**config.mk**
```make
export PLATFORM = sky130hd
export DESIGN_NAME = frame_int_sync
export DESIGN_NICKNAME = d
export VERILOG_FILES = /design/src/rtl/fis_pkg.sv /design/src/rtl/fis_ctrl.sv /design/src/rtl/fis_datapath.sv /design/src/rtl/frame_int_sync.sv
export SDC_FILE = /design/constraint.sdc
export NUM_CORES = 1
export LEC_CHECK = 0
export BUFFER_PORTS_ARGS = -buffer_cell sky130_fd_sc_hd__buf_4
export CORE_AREA = 2 2 39 41
export CTS_CLUSTER_SIZE = 40
export DETAILED_ROUTE_END_ITERATION = 10
export DIE_AREA = 0 0 41 43
export GPL_ROUTABILITY_DRIVEN = 1
export PLACE_DENSITY = 0.75
export SYNTH_ARGS = -nofsm -noshare
export SYNTH_HDL_FRONTEND = slang
export SYNTH_SLANG_ARGS = --single-unit
```
**constraint.sdc**
```tcl
create_clock -name clk -period 4 [get_ports clk]
set_input_delay 0.2 -clock clk [delete_from_list [all_inputs] [get_ports clk]]
set_output_delay 0.2 -clock clk [all_outputs]
set_load 0.02 [all_outputs]
```
**src/rtl/fis_pkg.sv**
```systemverilog
package fis_pkg;
  // Control-to-datapath strobes
  typedef struct packed {
    logic frameTick;  // frame strobe, low-power mode only
    logic passThru;   // alignment bypassed (leaving low power)
  } fisCtl_t;
endpackage

```
**src/rtl/fis_ctrl.sv**
```systemverilog
module fis_ctrl
  import fis_pkg::*;
#(
  parameter int BASE_LOG2 = 5
) (
  input  logic       clk,
  input  logic       rstN,
  input  logic       lowPower,
  input  logic [1:0] frameSel,
  output logic       strobe,
  output fisCtl_t    ctl
);
  localparam int CNT_W = BASE_LOG2 + 2;

  logic [CNT_W-1:0] preCnt;
  logic [CNT_W-1:0] frameMask;
  logic             frameWrap;

  always_ff @(posedge clk) begin
    if (!rstN) preCnt <= '0;
    else       preCnt <= preCnt + 1'b1;
  end

  always_comb begin
    case (frameSel)
      2'b00:   frameMask = {2'b00, {BASE_LOG2{1'b1}}};
      2'b01:   frameMask = {1'b0, {(BASE_LOG2+1){1'b1}}};
      default: frameMask = {CNT_W{1'b1}};
    endcase
  end

  assign frameWrap     = (preCnt & frameMask) == frameMask;
  assign ctl.frameTick = lowPower & frameWrap;
  assign ctl.passThru  = ~lowPower;
  assign strobe        = ctl.frameTick;


  strobe_gap_chk: assert property (@(posedge clk) disable iff (!rstN)
    ctl.frameTick |=> !ctl.frameTick);

  no_strobe_active_chk: assert property (@(posedge clk) disable iff (!rstN)
    ctl.passThru |-> !strobe);
endmodule

```
**src/rtl/fis_datapath.sv**
```systemverilog
module fis_datapath
  import fis_pkg::*;
#(
  parameter int SYNC_STAGES = 2
) (
  input  logic    clk,
  input  logic    rstN,
  input  fisCtl_t ctl,
  input  logic    extIntN,
  input  logic    timerOvf,
  input  logic    clrExt,
  input  logic    clrTmr,
  output logic    extReq,
  output logic    tmrReq,
  output logic    missedEdge
);
  localparam int HIST_W = 3;

  logic [SYNC_STAGES-1:0] syncQ;
  logic                   pinLvl;
  logic                   pinPrev;
  logic [HIST_W-1:0]      hist;   // hist[0] newest strobe sample
  logic                   tmrPend;
  logic                   fallSeen, extAccept, extMiss, extPass;
  logic                   extEvt, tmrEvt;

  generate
    if (SYNC_STAGES == 1) begin : g_sync1
      always_ff @(posedge clk) begin
        if (!rstN) syncQ <= '1;
        else       syncQ <= extIntN;
      end
    end else begin : g_syncN
      always_ff @(posedge clk) begin
        if (!rstN) syncQ <= '1;
        else       syncQ <= {syncQ[SYNC_STAGES-2:0], extIntN};
      end
    end
  endgenerate

  assign pinLvl = syncQ[SYNC_STAGES-1];

  // Edge qualification from the strobe-sampled history
  assign fallSeen  = hist[1] & ~hist[0];
  assign extAccept = ctl.frameTick & fallSeen & hist[2] & ~pinLvl;
  assign extMiss   = ctl.frameTick & fallSeen & ~(hist[2] & ~pinLvl);
  assign extPass   = ctl.passThru & pinPrev & ~pinLvl;
  assign extEvt    = extAccept | extPass;
  assign tmrEvt    = (tmrPend | timerOvf) & (ctl.frameTick | ctl.passThru);

  always_ff @(posedge clk) begin
    if (!rstN) begin
      pinPrev    <= 1'b1;
      hist       <= '1;
      tmrPend    <= 1'b0;
      extReq     <= 1'b0;
      tmrReq     <= 1'b0;
      missedEdge <= 1'b0;
    end else begin
      pinPrev <= pinLvl;
      if (ctl.passThru)       hist <= {HIST_W{pinLvl}};
      else if (ctl.frameTick) hist <= {hist[HIST_W-2:0], pinLvl};

      if (tmrEvt)        tmrPend <= 1'b0;
      else if (timerOvf) tmrPend <= 1'b1;

      if (extEvt)      extReq <= 1'b1;
      else if (clrExt) extReq <= 1'b0;

      if (tmrEvt)      tmrReq <= 1'b1;
      else if (clrTmr) tmrReq <= 1'b0;

      missedEdge <= extMiss;
    end
  end


  ext_align_chk: assert property (@(posedge clk) disable iff (!rstN)
    $rose(extReq) |-> $past(ctl.frameTick | ctl.passThru));

  tmr_align_chk: assert property (@(posedge clk) disable iff (!rstN)
    $rose(tmrReq) |-> $past(ctl.frameTick | ctl.passThru));

  miss_excl_chk: assert property (@(posedge clk) disable iff (!rstN)
    missedEdge |-> !$rose(extReq));

  set_wins_chk: assert property (@(posedge clk) disable iff (!rstN)
    (ctl.passThru && timerOvf && clrTmr) |=> tmrReq);

  clear_chk: assert property (@(posedge clk) disable iff (!rstN)
    (clrExt && !ctl.frameTick && !ctl.passThru) |=> !extReq);
endmodule

```
**src/rtl/frame_int_sync.sv**
```systemverilog
module frame_int_sync
  import fis_pkg::*;
#(
  parameter int BASE_LOG2   = 5,
  parameter int SYNC_STAGES = 2
) (
  input  logic       clk,
  input  logic       rstN,
  input  logic       lowPower,
  input  logic [1:0] frameSel,
  input  logic       extIntN,
  input  logic       timerOvf,
  input  logic       clrExt,
  input  logic       clrTmr,
  output logic       strobe,
  output logic       extReq,
  output logic       tmrReq,
  output logic       missedEdge
);
  fisCtl_t ctl;

  fis_ctrl #(.BASE_LOG2(BASE_LOG2)) uCtrl (
    .clk(clk), .rstN(rstN), .lowPower(lowPower), .frameSel(frameSel),
    .strobe(strobe), .ctl(ctl)
  );

  fis_datapath #(.SYNC_STAGES(SYNC_STAGES)) uData (
    .clk(clk), .rstN(rstN), .ctl(ctl), .extIntN(extIntN),
    .timerOvf(timerOvf), .clrExt(clrExt), .clrTmr(clrTmr),
    .extReq(extReq), .tmrReq(tmrReq), .missedEdge(missedEdge)
  );
endmodule

```
Word level (Yosys, flattened, before mapping)
Cells that the tools add are included.
{"block": "word_totals", "reg_bits": 17, "in_bits": 9, "out_inout_bits": 4, "word_cells": 42}
{"block": "op_classes", "addsub": 1, "eq_ne": 3, "mux": 7, "n_bitwise": 19, "reduce_logical": 4}
{"op": "case mux 7 bit (2 select lines)", "count": 1}
{"op": "AND 1 bit", "count": 10}
{"op": "adder 7 x 1 -> 7 bit, second input constant", "count": 1}
{"op": "AND 7 bit", "count": 1}
{"op": "equality test 7 bit", "count": 1}
{"op": "2-to-1 mux 3 bit", "count": 2}
{"op": "inverter 1 bit", "count": 5}
{"op": "2-to-1 mux 1 bit", "count": 4}
{"op": "nonzero test 2 bit", "count": 2}
{"op": "bitwise OR 1 bit", "count": 3}
{"op": "equality test 2 x 1 -> 1 bit, second input constant", "count": 1}
{"op": "zero test 2 bit", "count": 1}
{"op": "!= test 2 x 1 -> 1 bit, second input constant", "count": 1}
{"op": "OR reduction 2 bit", "count": 1}

Longest topological paths before layout
Gate-level depths: netlist (run 1).
{"block": "depth", "depth_word": 10, "mapped_depth": 4, "depth_no_buf": 4}

Hierarchy
From an unflattened synthesis (run 1), not the netlist that was laid out.
{"block": "hier_totals", "cells_unflattened": 70, "area_unflattened_um2": 685.7}
{"mod": "fis_datapath", "n_inst": 1, "cells_per_inst": 37, "area_per_inst_um2": 382.9, "seq_area_each_um2": 200.2}
{"mod": "fis_ctrl", "n_inst": 1, "cells_per_inst": 33, "area_per_inst_um2": 302.8, "seq_area_each_um2": 140.1}

Least setup slack after synthesis (run 1)
No wires, ideal clock.
{"block": "synth_timing", "path_type": "reg2out", "startpoint": "reg uCtrl.preCnt[0]", "endpoint": "out strobe", "arrival_time_ns": 1.173, "required_time_ns": 3.800, "setup_slack_ns": 2.627, "stages_incl_launch_ff": 5, "n_path_buf": 0, "cell_sequence": "dfxtp_1 -> ha_1 -> and4_4 -> nand3_4 -> nor2_1"}
{"block": "synth_between", "elab_chain_cells": 3}
{"element": "from (decl)", "line": "fis_ctrl.sv:15", "source": "logic [CNT_W-1:0] preCnt;"}
{"element": "from (signal assigned)", "line": "fis_ctrl.sv:21", "source": "else preCnt <= preCnt + 1'b1;"}
{"element": "AND 7 bit", "line": "fis_ctrl.sv:32", "source": "assign frameWrap = (preCnt & frameMask) == frameMask;"}
{"element": "equality test 7 bit", "line": "fis_ctrl.sv:32"}
{"element": "AND 1 bit", "line": "fis_ctrl.sv:33", "source": "assign ctl.frameTick = lowPower & frameWrap;"}
{"element": "to (decl)", "line": "frame_int_sync.sv:15", "source": "output logic strobe,"}
No other way between the ends.

Final worst setup path (run 1)
Ends and elaborated chain as after synthesis.

==> results of run 1 <==
-- cell families after synthesis --
family	share of synthesized area, %
simple gates	27.84
flops	48.23
compound gates	11.17
buf+inv	4.255
xor+xnor	3.724
mux	3.014
fa+ha+maj	1.773
-- power by group through the flow --
stage               logic (mW)  clock network [mW]  registers, mW
finish                  0.0263              0.0880          0.180
global route            0.0295              0.0995          0.181
CTS                     0.0268              0.0910          0.180
detailed placement      0.0267                   0          0.184
global placement        0.0264                   0          0.183
floorplan               0.0156                   0          0.184
-- synth_stat cells --
| cell | number | share of area, % |
|---|---|---|
| dfxtp_1 | 17 | 48 |
| nor3_1 | 1 | 0.71 |
| or3_1 | 2 | 1.8 |
| nand3_1 | 5 | 3.5 |
| and4_4 | 1 | 1.6 |
| mux2_1 | 1 | 1.6 |
| nor3b_1 | 2 | 2.1 |
| nor4bb_1 | 1 | 1.4 |
| and2_1 | 1 | 0.89 |
| nand2b_1 | 3 | 2.7 |
| buf_6 | 1 | 1.6 |
| a311o_1 | 1 | 1.4 |
| xor2_1 | 2 | 2.5 |
| nor2b_1 | 2 | 1.8 |
| o41ai_2 | 1 | 2.3 |
| a31oi_1 | 1 | 0.89 |
| o21ai_1 | 1 | 0.71 |
| xnor2_1 | 1 | 1.2 |
| nand2_1 | 4 | 2.1 |
| inv_1 | 5 | 2.7 |
| ha_1 | 1 | 1.8 |
| nor2_1 | 7 | 3.7 |
| nand3_4 | 1 | 2.5 |
| o21bai_2 | 1 | 1.6 |
| a21oi_1 | 2 | 1.4 |
| or2b_1 | 1 | 1.1 |
| mux2i_1 | 1 | 1.4 |
| o21ai_0 | 4 | 2.8 |
| nand3b_1 | 1 | 1.1 |
| nand4_1 | 1 | 0.89 |
-- layer usage --
metal	GRT usage, %	wire [microns]
met3	3.141	50
met1	15.67	486
met4	4.000	0
met2	26.25	590
met5	0	0
-- registers in the layout (all words and copies together), names as in the netlist --
signal            cells
uCtrl.preCnt          7
uData.extReq          1
uData.hist            3
uData.missedEdge      1
uData.pinPrev         1
uData.syncQ           2
uData.tmrPend         1
uData.tmrReq          1
-- layout make-up --
cell class / instances / area (sq um)
clock buffer: 4 / 26.28
fill: 123 / 553.0
inverter: 5 / 18.77
multi-input combinational: 50 / 335.3
sequential: 17 / 340.3
tap: 16 / 20.02
timing repair buffer: 12 / 90.09
-- critical path: stages, from the launching register on --
cell and delay (ns):
dfxtp_1 0.36, ha_1 0.24, and4_4 0.26, nand3_4 0.09
nor2_1 0.10, buf_4 0.14
-- cell usage in the layout, fill, tap and decap left out --
cell type  Yosys  layout
mux2_1         1       1
inv_1          5       5
nand3_4        1       1
a31oi_1        1       1
xor2_1         2       2
a21oi_1        2       2
buf_4          0      12
a311o_1        1       1
nor2b_1        2       2
nand3_1        5       5
nor2_1         7       7
nor3_1         1       1
o21bai_2       1       1
nand2b_1       3       3
nor3b_1        2       2
and2_1         1       1
clkbuf_1       0       1
o41ai_2        1       1
or3_1          2       2
xnor2_1        1       1
nand2_1        4       4
o21ai_0        4       4
nor4bb_1       1       1
clkbuf_4       0       3
o21ai_1        1       1
or2b_1         1       1
and4_4         1       1
ha_1           1       1
nand4_1        1       1
dfxtp_1       17      17
nand3b_1       1       1
mux2i_1        1       1
-- worst max path at each step --
| stage | startpoint | to | slack, ns | depth (start not counted) |
|---|---|---|---|---|
| floorplan | uCtrl.preCnt[0] | strobe | 2.63 | 4 |
| global placement | uCtrl.preCnt[0] | uData.hist[2] | 2.63 | 4 |
| detailed placement | uCtrl.preCnt[0] | uData.hist[2] | 2.57 | 4 |
| CTS | uCtrl.preCnt[0] | strobe | 2.31 | 5 |
| global route | uCtrl.preCnt[0] | strobe | 2.23 | 5 |
| finish | uCtrl.preCnt[0] | strobe | 2.31 | 5 |
-- metrics by stage --
stage / util, % / power, mW / worst slack, ns / std cells
6_report: 60.04 / 0.2941 / 2.312 / 104
5_1_grt: 60.04 / 0.3099 / 2.226 / 104
4_1_cts: 60.04 / 0.2978 / 2.305 / 104
3_5_place_dp: 58.14 / 0.2106 / 2.574 / 100
3_3_place_gp: 58.14 / 0.2098 / 2.633 / 100
2_1_floorplan: - / 0.1996 / 2.627 / 73
==> flow_summary.json, run 1 <==
{
  "clk_pin_slew_ns": 0.10,
  "relSlewSlack_pct": 82.02,
  "hold_path_class": "input port to flop",
  "coreArea_sq_um": 1384,
  "grt_setup_unrepaired": "no",
  "intPower_mw": 0.2279,
  "vias": 551,
  "power_density_nw_per_um2": 354.0,
  "critPathArrivalTime_ns": 1.49,
  "antenna_cells": 0,
  "grt_first_pass_wirelength_microns": 1759,
  "ios": 13,
  "crit_path_max_fanout": 6,
  "r2r_cells": 4,
  "antenna_found_initial": 0,
  "cts_max_path_buffers": 2,
  "htreeDepth": 1,
  "crit_path_end_kind": "primary output",
  "via_per_inst": 5.298,
  "power.leakage_nw": 0.3421,
  "initial_core_util_pct": 50.99,
  "regToRegStartpoint": "uCtrl.preCnt[0]",
  "hold-path-endpoint": "uData.syncQ[0]",
  "finalCritPeriodShare_pct": 42.21,
  "slew_violations": 0,
  "rrSetupSlack_ns": 2.55,
  "r2r-end": "uData.hist[2]",
  "first_global_vias": 479,
  "pwr-share-seq_pct": 61.2,
  "dieArea_sq_um": 1763,
  "final.setup.tns_ns": 0,
  "syn_avg_cell_area_sq_um": 9.667,
  "tightest_slew_ns": 0.2684,
  "cts_buffers": 3,
  "comb_power_share_pct": 8.9,
  "worstPathRequired_ns": 3.80,
  "drive_gt1_share_pct": 21.59,
  "routedWlPerCell_microns": 10.84,
  "dpl_cell_area_sq_um": 804.5,
  "nets": 99,
  "synth_nets": 83,
  "design_area_sq_um": 830.8,
  "drtAntennaViolNets": 0,
  "area_growth_syn_to_layout_pct": 17.73,
  "clkPwrFrac_pct": 29.9,
  "drcViolationCount": 0,
  "final-setup-viol-count": 0,
  "synthesis.area_sq_um": 705.7,
  "cts_tree": "yes",
  "critical_path_class": "flop to primary output",
  "clk_latency_ns": 0.28,
  "ir_worst_vdd_mv": 0.1944,
  "gp_congestion": 0.7271,
  "fmax_ghz": 0.5923,
  "min_period_ns": 1.688,
  "timing.max_cap.violations": 0,
  "cts_sinks": 17,
  "drtIter0Drc": 5,
  "start_kind": "flop",
  "power_switching_share_pct": 22.50,
  "status": "finished clean",
  "finClkSkew_ns": 0.008596,
  "die_h_microns": 43,
  "cts_setup_buffers": 0,
  "switchingPower_mw": 0.06618,
  "cts-root-buf": "clkbuf_4",
  "holdWs_ns": 0.1041,
  "grt_max_degree": 12,
  "holdCritStartpoint": "extIntN",
  "firstDrtPassIters": 3,
  "die_w_microns": 41,
  "ys_seq_elements": 17,
  "grt.overflow.total": 0,
  "cts_resized": 0,
  "drt-total-wl_microns": 1127,
  "ys.warnings.count": 0,
  "synth_cells": 73,
  "rows": 14,
  "hold_viol_final": 0,
  "dp_hpwl_microns": 895,
  "port_buffers": 12,
  "ys_seq_area_share_pct": 48.23,
  "cts_hold_buf": 0,
  "grt_use_total_pct": 14.52,
  "synth.distinct_cells": 30,
  "min_path_cells": 2
}
Note: power is estimated with default switching activity, not from simulation.
==> run 2: changes to the inputs <==
Settings changed: CORE_AREA 2 2 39 41 to default, CORE_UTILIZATION from default to 51, DIE_AREA 0 0 41 43 to default, PLACE_DENSITY 0.75 to 0.72.
Clock period 4 ns to 1.6 ns, I/O delays scaled along.
==> flow_summary.json, run 2 (synthesized netlist as in run 1, its figures left out) <==
{
  "fmax_ghz": 0.6667,
  "area_growth_syn_to_layout_pct": 20.92,
  "hold_viol_final": 0,
  "port_buffers": 12,
  "gp_congestion": 0.6679,
  "cts-root-buf": "clkbuf_4",
  "drtIter0Drc": 9,
  "grt_setup_unrepaired": "no",
  "holdCritStartpoint": "rstN",
  "slew_violations": 0,
  "tightest_slew_ns": 0.2861,
  "drt-total-wl_microns": 1209,
  "final_cell_mix": "dfxtp_1 (16), buf_4 (12), nor2_1 (7), inv_1 (5), nand3_1 (5)",
  "r2r_cells": 4,
  "drtAntennaViolNets": 0,
  "antenna_found_initial": 0,
  "regArea_sq_um": 341.6,
  "clk_pin_slew_ns": 0.10,
  "reg_top3": "uCtrl.preCnt x7, uData.hist x3, uData.syncQ x2",
  "rrSetupSlack_ns": 0.26,
  "status": "finished clean",
  "holdWs_ns": 0.03696,
  "hold_path_class": "input port to flop",
  "r2r-end": "uData.hist[2]",
  "grt_max_degree": 12,
  "grt_use_total_pct": 18.32,
  "die_w_microns": 39.20,
  "fill_cells": 116,
  "critical_path_class": "flop to primary output",
  "clk_latency_ns": 0.29,
  "multi_input_area_sq_um": 347.8,
  "worstPathRequired_ns": 1.52,
  "regMostFlops": "uCtrl.preCnt",
  "final.setup.tns_ns": 0,
  "dp_hpwl_microns": 872.8,
  "crit_path_max_fanout": 6,
  "cts_sinks": 17,
  "grt.overflow.total": 0,
  "timing.max_cap.violations": 0,
  "crit_path_end_kind": "primary output",
  "largest_register_ff_count": 7,
  "grt_first_pass_wirelength_microns": 1842,
  "routedWlPerCell_microns": 11.63,
  "power.leakage_nw": 0.3453,
  "drcViolationCount": 0,
  "power_density_nw_per_um2": 883.9,
  "dpl_cell_area_sq_um": 803.3,
  "regToRegStartpoint": "uCtrl.preCnt[1]",
  "cts_tree": "yes",
  "die_h_microns": 39.20,
  "drive_gt1_share_pct": 23.60,
  "rows": 13,
  "final-setup-viol-count": 0,
  "min_path_cells": 2,
  "mostFrequentLayoutCell": "dfxtp_1",
  "finClkSkew_ns": 0.003799,
  "firstDrtPassIters": 4,
  "ios": 13,
  "htreeDepth": 1,
  "dieArea_sq_um": 1536,
  "coreArea_sq_um": 1301,
  "finalCritPeriodShare_pct": 93.74,
  "cts_max_path_buffers": 2,
  "vias": 542,
  "initial_core_util_pct": 54.23,
  "critPathArrivalTime_ns": 1.42,
  "cts_buffers": 3,
  "first_global_vias": 470,
  "antenna_cells": 0,
  "ir_worst_vdd_mv": 0.5424,
  "via_per_inst": 5.212,
  "hold-path-endpoint": "uData.syncQ[1]",
  "relSlewSlack_pct": 80.66,
  "min_period_ns": 1.500,
  "design_area_sq_um": 853.3,
  "start_kind": "flop",
  "nets": 100,
  "cts_setup_buffers": 0
}
[run 2: changes by cell type in the layout (fill, tap and decap cells not counted), sizes merged]
cell / before / now
dlygate4sd3: 0 / 1
[run 2: how the worst max path moves through the flow]
stage / startpoint / endpoint
after CTS: uCtrl.preCnt[0] / strobe
after global placement: uCtrl.preCnt[0] / uData.hist[2]
after global routing: uCtrl.preCnt[1] / strobe
after detailed placement: uCtrl.preCnt[0] / uData.hist[2]
final: uCtrl.preCnt[1] / strobe
after floorplan: uCtrl.preCnt[0] / uData.hist[2]
[run 2: critical path: stages (launching register included)]
cell and delay [ns]:
dfxtp_1 0.38, ha_4 0.16, and4_4 0.24, nand3_4 0.09, nor2_1 0.11, buf_4 0.15
[run 2: cell type report]
cell class | count | area share [%]
flip-flops and latches | 17 | 40.03
clock buffers | 4 | 3.079
multi-input cells | 50 | 40.76
inverters | 5 | 2.199
repair buffers | 13 | 11.73
well taps | 15 | 2.199
[run 2: per-layer routing]
metal	vias to the layer above	part of all wire [%]	track usage (%)
li1	283	-	-
met1	247	47	18.88
met2	10	48	32.50
met3	2	3.8	5.202
met4	0	0.99	10.34
met5	-	0	0
[run 2: report_power, final]
group / total (mW) / switching (mW) / internal, mW
registers: 0.452 / 0.0125 / 0.440
logic: 0.0710 / 0.0332 / 0.0378
clock network: 0.231 / 0.134 / 0.0968
[run 2: repair_timing]
action,in CTS,in global routing
setup endpoints to repair,0,1
endpoints found under the hold margin,1,0
hold buffers,1,0
resized for setup,0,3
[run 2: metrics by stage]
step / instances / utilization [%] / power [mW] / worst slack, ns
after floorplan: 73 / - / 0.4990 / 0.2672
after global placement: 99 / 61.73 / 0.5239 / 0.2307
after detailed placement: 99 / 61.73 / 0.5270 / 0.1924
after CTS: 104 / 64.52 / 0.7536 / 0.004899
after global routing: 104 / 65.58 / 0.7863 / 0.02302
final: 104 / 65.58 / 0.7542 / 0.1002
